===== src/rtl/timer_pkg.sv =====
package timer_pkg;
  // word addresses of the registers
  localparam logic [1:0] WA_LOAD  = 2'd0;
  localparam logic [1:0] WA_VALUE = 2'd1;
  localparam logic [1:0] WA_CTRL  = 2'd2;
  localparam logic [1:0] WA_CLEAR = 2'd3;

  // control word bit positions
  localparam int CB_ENABLE   = 7;
  localparam int CB_PERIODIC = 6;
  localparam int CB_IRQEN    = 5;
  localparam int CB_PS_LO    = 2;

  typedef enum logic [1:0] {
    PS_DIV1   = 2'b00,
    PS_DIV16  = 2'b01,
    PS_DIV256 = 2'b10,
    PS_SPARE  = 2'b11
  } psSel_e;

  // strobes and settings sent from control to datapath
  typedef struct packed {
    logic   loadWr;
    logic   psRestart;
    logic   enable;
    logic   periodic;
    psSel_e psSel;
  } ctlStrobe_t;
endpackage


===== src/rtl/timer_datapath.sv =====
module timer_datapath
  import timer_pkg::*;
#(
  parameter int CNT_W       = 16,
  parameter int PS_SHIFT_LO = 4,
  parameter int PS_SHIFT_HI = 8
) (
  input  logic             clk,
  input  logic             rstN,
  input  ctlStrobe_t       strb,
  input  logic [CNT_W-1:0] loadData,
  output logic [CNT_W-1:0] valueQ,
  output logic [CNT_W-1:0] loadQ,
  output logic             tickEvt,
  output logic             expireEvt,
  output logic             stopEvt
);
  localparam int PS_W = PS_SHIFT_HI;
  localparam logic [PS_W-1:0] LIM_LO = PS_W'((1 << PS_SHIFT_LO) - 1);
  localparam logic [PS_W-1:0] LIM_HI = '1;
  localparam logic [CNT_W-1:0] ONE   = CNT_W'(1);

  logic [PS_W-1:0] psCnt;
  logic [PS_W-1:0] psLimit;
  logic            atOne;
  logic            atZero;
  logic            countTick;

  always_comb begin
    unique case (strb.psSel)
      PS_DIV16:  psLimit = LIM_LO;
      PS_DIV256: psLimit = LIM_HI;
      default:   psLimit = '0;
    endcase
  end

  assign tickEvt   = strb.enable && (psCnt == psLimit);
  assign countTick = tickEvt && !strb.loadWr;
  assign atOne     = (valueQ == ONE);
  assign atZero    = (valueQ == '0);
  assign expireEvt = countTick && atOne;
  assign stopEvt   = countTick && !strb.periodic && (atOne || atZero);

  // prescaler: restarts on register writes or while stopped
  always_ff @(posedge clk) begin
    if (!rstN) begin
      psCnt <= '0;
    end else if (!strb.enable || strb.psRestart || tickEvt) begin
      psCnt <= '0;
    end else begin
      psCnt <= psCnt + 1'b1;
    end
  end

  always_ff @(posedge clk) begin
    if (!rstN) begin
      loadQ <= '0;
    end else if (strb.loadWr) begin
      loadQ <= loadData;
    end
  end

  always_ff @(posedge clk) begin
    if (!rstN) begin
      valueQ <= '1;
    end else if (strb.loadWr) begin
      valueQ <= loadData;
    end else if (tickEvt) begin
      if (!atZero) begin
        valueQ <= valueQ - 1'b1;
      end else if (strb.periodic) begin
        valueQ <= loadQ;
      end
    end
  end
endmodule


===== src/rtl/timer_control.sv =====
module timer_control
  import timer_pkg::*;
#(
  parameter int CNT_W  = 16,
  parameter int DATA_W = 32,
  parameter int ADDR_W = 2
) (
  input  logic              clk,
  input  logic              rstN,
  input  logic              busSel,
  input  logic              busWr,
  input  logic [ADDR_W-1:0] busAddr,
  input  logic [DATA_W-1:0] busWdata,
  input  logic [CNT_W-1:0]  valueQ,
  input  logic [CNT_W-1:0]  loadQ,
  input  logic              expireEvt,
  input  logic              stopEvt,
  output ctlStrobe_t        strb,
  output logic              pendQ,
  output logic [DATA_W-1:0] busRdata,
  output logic              irqOut
);
  logic   wrLoad, wrCtrl, wrClear;
  logic   enQ, perQ, ienQ;
  psSel_e psQ;
  logic   unusedWdata;

  assign wrLoad  = busSel && busWr && (busAddr == WA_LOAD);
  assign wrCtrl  = busSel && busWr && (busAddr == WA_CTRL);
  assign wrClear = busSel && busWr && (busAddr == WA_CLEAR);

  assign unusedWdata = ^{busWdata[DATA_W-1:CB_ENABLE+1], busWdata[CB_PS_LO+2],
                         busWdata[CB_PS_LO-1:0]};

  always_ff @(posedge clk) begin
    if (!rstN) begin
      enQ  <= 1'b0;
      perQ <= 1'b0;
      ienQ <= 1'b0;
      psQ  <= PS_DIV1;
    end else if (wrCtrl) begin
      enQ  <= busWdata[CB_ENABLE];
      perQ <= busWdata[CB_PERIODIC];
      ienQ <= busWdata[CB_IRQEN];
      psQ  <= psSel_e'(busWdata[CB_PS_LO+1:CB_PS_LO]);
    end else if (stopEvt) begin
      enQ  <= 1'b0;
    end
  end

  // set has priority over clear
  always_ff @(posedge clk) begin
    if (!rstN) begin
      pendQ <= 1'b0;
    end else if (expireEvt) begin
      pendQ <= 1'b1;
    end else if (wrClear) begin
      pendQ <= 1'b0;
    end
  end

  always_comb begin
    strb.loadWr    = wrLoad;
    strb.psRestart = wrLoad || wrCtrl;
    strb.enable    = enQ;
    strb.periodic  = perQ;
    strb.psSel     = psQ;
  end

  always_comb begin
    busRdata = '0;
    unique case (busAddr)
      WA_LOAD:  busRdata = DATA_W'(loadQ);
      WA_VALUE: busRdata = DATA_W'(valueQ);
      WA_CTRL: begin
        busRdata[CB_ENABLE]                = enQ;
        busRdata[CB_PERIODIC]              = perQ;
        busRdata[CB_IRQEN]                 = ienQ;
        busRdata[CB_PS_LO+1:CB_PS_LO]      = psQ;
      end
      default:  busRdata = '0;
    endcase
  end

  assign irqOut = pendQ && ienQ;
endmodule


===== src/rtl/countdown_timer.sv =====
module countdown_timer
  import timer_pkg::*;
#(
  parameter int CNT_W       = 16,
  parameter int DATA_W      = 32,
  parameter int ADDR_W      = 2,
  parameter int PS_SHIFT_LO = 4,
  parameter int PS_SHIFT_HI = 8
) (
  input  logic              clk,
  input  logic              rstN,
  input  logic              busSel,
  input  logic              busWr,
  input  logic [ADDR_W-1:0] busAddr,
  input  logic [DATA_W-1:0] busWdata,
  output logic [DATA_W-1:0] busRdata,
  output logic              irqOut
);
  ctlStrobe_t       strb;
  logic [CNT_W-1:0] valueQ;
  logic [CNT_W-1:0] loadQ;
  logic             tickEvt, expireEvt, stopEvt, pendQ;

  timer_control #(
    .CNT_W(CNT_W), .DATA_W(DATA_W), .ADDR_W(ADDR_W)
  ) u_control (
    .clk(clk), .rstN(rstN),
    .busSel(busSel), .busWr(busWr), .busAddr(busAddr), .busWdata(busWdata),
    .valueQ(valueQ), .loadQ(loadQ),
    .expireEvt(expireEvt), .stopEvt(stopEvt),
    .strb(strb), .pendQ(pendQ),
    .busRdata(busRdata), .irqOut(irqOut)
  );

  timer_datapath #(
    .CNT_W(CNT_W), .PS_SHIFT_LO(PS_SHIFT_LO), .PS_SHIFT_HI(PS_SHIFT_HI)
  ) u_datapath (
    .clk(clk), .rstN(rstN),
    .strb(strb), .loadData(busWdata[CNT_W-1:0]),
    .valueQ(valueQ), .loadQ(loadQ),
    .tickEvt(tickEvt), .expireEvt(expireEvt), .stopEvt(stopEvt)
  );
endmodule


===== config.mk =====
export PLATFORM = sky130hd
export DESIGN_NAME = countdown_timer
export DESIGN_NICKNAME = d
export VERILOG_FILES = /design/src/rtl/timer_pkg.sv /design/src/rtl/timer_datapath.sv /design/src/rtl/timer_control.sv /design/src/rtl/countdown_timer.sv
export SDC_FILE = /design/constraint.sdc
export NUM_CORES = 1
export LEC_CHECK = 0
export ABC_CLOCK_PERIOD_IN_PS = 2500
export BUFFER_PORTS_ARGS = -buffer_cell sky130_fd_sc_hd__buf_2
export CORE_MARGIN = 3
export CORE_UTILIZATION = 40
export DETAILED_ROUTE_END_ITERATION = 12
export PLACE_DENSITY = 0.6
export SYNTH_ARGS = -nofsm -noshare
export SYNTH_HDL_FRONTEND = slang
export SYNTH_SLANG_ARGS = --single-unit

===== constraint.sdc =====
create_clock -name clk -period 2.5 [get_ports clk]
set_input_delay 0.25 -clock clk [delete_from_list [all_inputs] [get_ports clk]]
set_output_delay 0.25 -clock clk [all_outputs]
set_load 0.1 [all_outputs]

==> results_dict.tcl <==
set metrics [dict create \
    synth_top_cell_area_share_pct 32.7 \
    cts_root_buf "sky130_fd_sc_hd__clkbuf_8" \
    power.switching_fraction_pct 36.6 \
    worst_ep_arrival_time_ns 2.45 \
    critical_path_required_ns 2.70 \
    wirelength_um 6700 \
    grt_use_total_pct 17.2 \
    synth_top_area_cell "sky130_fd_sc_hd__dfxtp_1" \
    timing.max_slew.rel_slack_pct 63.8 \
    placementRows 29 \
    route.detailed.wl_per_inst_um 13.8 \
    worst_setup_hold_path_clk_slew_ns 0.08 \
    powerDensity_mw_per_mm2 512 \
    worst-setup-path-type "reg -> reg" \
    insertedDiodeCount 0 \
    layout_common_cells "sky130_fd_sc_hd__nand2_1, sky130_fd_sc_hd__dfxtp_1, sky130_fd_sc_hd__buf_2" \
    critical_path_peak_fanout 16 \
    port_buffers 38 \
    hold_depth 3 \
    timing.clock.skew_ns 0.00922 \
    synth_seq_cells 46 \
    outcome "finished clean" \
    design.core.area_mm2 0.00657 \
    sequential_to_total_area_share_from_yosys_stat_pct 32.7 \
    critical_path.endpoint_type "register" \
    min_period_over_period_pct 90.2 \
    count_of_endpoints_failing_hold_in_the_final_timing_report 0 \
    clock_path_buffers 2 \
    floorplan.die.width_um 89.9 \
    ys_top_cells_by_area "sky130_fd_sc_hd__dfxtp_1, sky130_fd_sc_hd__nand2_1, sky130_fd_sc_hd__mux2i_1, sky130_fd_sc_hd__nor2_1, sky130_fd_sc_hd__buf_4" \
    power_frac_clock_pct 26.6 \
    drive_gt1_share_pct 19.1 \
    regToRegEndpoint "u_datapath.valueQ[6]$_SDFFE_PN1P_" \
    power_report.internal_total_uw 1030 \
    min_delay_worst_endpoint "u_datapath.valueQ[14]$_SDFFE_PN1P_" \
    globalRouteOverflowTotal 0 \
    grt_pass1_wl_um 11600 \
    start_kind "register" \
    grt_start_max_net_pins 24 \
    die_area_mm2 0.00808 \
    share_seq_of_total_power_pct 48.0 \
    dieHeight_um 89.9 \
    finalSetupViolations 0 \
    start_util_pct 42.9 \
    syn_inst 355 \
    clock_latency_ns 0.30 \
    cts_inserted_buffers 5 \
    fin_worst_hold_slack_ns 0.178 \
    routed-via-count 2469 \
    antenna_violations_before_repair 0 \
    ff2ff_setup_slack_ns 0.24 \
    max-vdd-ir-drop_uv 220 \
    max_freq_ghz 0.443 \
    initialDrtViolationCount 175 \
    synth_ff_type "sky130_fd_sc_hd__dfxtp_1" \
    tritoncts "yes" \
    layout_min_cycle_time_ns 2.26 \
    clock_sink_count 46 \
    detail_route.first_pass.iterations 4 \
    drv_cap 0 \
    syn2layout_area_growth_pct 12.7 \
    power_leakage_uw 0.00127 \
    synth_enable_flop_cells 0 \
    clock_tree.htree_level_count 2 \
    syn-cell-area_mm2 0.00282 \
    holdCritStartpoint "busWdata[14]" \
    yosys.cell_types.count 53 \
    cts.repair_timing.setup_buffer_count 0 \
    netSwitchingPower_uw 594 \
    place.detailed.instances 479 \
    min_path_type "in -> reg" \
    design.final.nets 436 \
    cts_repair_resize_count 0 \
    mostFrequentLayoutCell "sky130_fd_sc_hd__nand2_1" \
    gp_routability_congestion 0.877 \
    unrepaired_setup_endpoints_after_global_routing "no" \
    tightestPinTransition_ns 0.543 \
    dp_hpwl_um 4930 \
    final_slew_viol_count 0 \
    fill_cells 682 \
    detail-route-antenna-nets 0 \
    drc 0 \
    final_cell_count_no_fill 486 \
    ys.warnings.count 0 \
    power.combinational.fraction_pct 25.3 \
    critical_path.reg2reg.startpoint "u_control.psQ[0]$_SDFFE_PN0P_" \
    postSynthAreaPerCell_um2 7.93 \
    cts_hold_buf 0 \
    ioPinCount 71 \
    grt_pass1_vias 2392 \
    worst_r2r_path_depth 7 \
    synthArstFlopShare_pct 0 \
    route.detailed.vias_per_inst 5.08 \
]
cell families after synthesis:
logic type / after synthesis / synth area share [%]
other cells: 1 / 0.133
xor+xnor: 16 / 4.98
compound gates: 68 / 16.9
fa+ha+maj: 5 / 2.22
mux: 21 / 7.91
simple gates: 155 / 26.7
buf+inv: 43 / 8.49
flops: 46 / 32.7
flip-flops by register name (all words and copies together), names as in the netlist:
| register | count |
|---|---|
| u_control.enQ | 1 |
| u_control.ienQ | 1 |
| u_control.pendQ | 1 |
| u_control.perQ | 1 |
| u_control.psQ | 2 |
| u_datapath.loadQ | 16 |
| u_datapath.psCnt | 8 |
| u_datapath.valueQ | 16 |
through the flow:
step | utilization, % | setup WS, ns | total power [uW] | cell area [um^2] | TNS, ns
2_1_floorplan | - | -0.676 | 1160 | 2880 | -2.76
3_3_place_gp | 47.1 | 0.282 | 1210 | 3100 | 0
3_5_place_dp | 47.1 | 0.252 | 1210 | 3100 | 0
4_1_cts | 48.3 | 0.245 | 1640 | 3170 | 0
5_1_grt | 48.3 | 0.0794 | 1690 | 3170 | 0
6_report | 48.3 | 0.244 | 1620 | 3170 | 0
area by class of cell:
cell class	instances	area (um^2)	share of cell area (%)
clock buffers	7	76.3	2.41
inverters	7	26.3	0.828
multi-input cells	281	1720	54.4
flip-flops and latches	46	921	29.0
well taps	93	116	3.67
repair buffers	52	308	9.70
per-layer routing:
metal	global-route usage (%)	share of wire, %	wire, um
met5	0	0	0
met2	27.4	44	2970
met1	23.5	49	3300
met3	3.34	5.0	336
met4	5.23	1.4	97
synth_stat cells (all sizes together) (3+ instances only):
cell / n
a211oi: 3
a21boi: 16
a21oi: 10
a31oi: 7
buf: 24
clkbuf: 12
dfxtp: 46
ha: 5
inv: 7
mux2i: 21
nand2: 63
nand2b: 3
nand3: 12
nand4: 8
nor2: 38
nor2b: 7
nor3: 8
nor3b: 3
nor4: 4
o2111ai: 4
o21ai: 16
xnor2: 9
xor2: 7
how the worst max path moves through the flow:
| stage | start | end | slack, ns |
|---|---|---|---|
| 6_report | u_control.psQ[0]$_SDFFE_PN0P_ | u_datapath.valueQ[6]$_SDFFE_PN1P_ | 0.24 |
| 5_1_grt | u_control.psQ[0]$_SDFFE_PN0P_ | u_datapath.valueQ[7]$_SDFFE_PN1P_ | 0.08 |
| 4_1_cts | u_control.psQ[0]$_SDFFE_PN0P_ | u_datapath.valueQ[6]$_SDFFE_PN1P_ | 0.24 |
| 3_5_place_dp | u_control.psQ[0]$_SDFFE_PN0P_ | u_datapath.valueQ[6]$_SDFFE_PN1P_ | 0.25 |
| 3_3_place_gp | u_control.psQ[0]$_SDFFE_PN0P_ | u_datapath.valueQ[6]$_SDFFE_PN1P_ | 0.28 |
| 2_1_floorplan | busAddr[0] | busRdata[2] | -0.68 |
worst max-delay path, cell delays in order, from the launching register on:
cell	delay, ns
sky130_fd_sc_hd__dfxtp_1	0.36
sky130_fd_sc_hd__inv_1	0.06
sky130_fd_sc_hd__ha_1	0.22
sky130_fd_sc_hd__or3b_2	0.50
sky130_fd_sc_hd__o22ai_4	0.17
sky130_fd_sc_hd__nand2_1	0.15
sky130_fd_sc_hd__o21a_4	0.32
sky130_fd_sc_hd__a221o_1	0.36
power by group through the flow:
stage / registers (uW) / logic (uW) / clock network (uW)
after floorplan: 788 / 370 / 0
after detailed placement: 797 / 412 / 0
final: 780 / 412 / 433
after global placement: 796 / 411 / 0
after CTS: 780 / 413 / 445
after global routing: 784 / 437 / 469
Note: power is estimated with default switching activity, not from simulation.
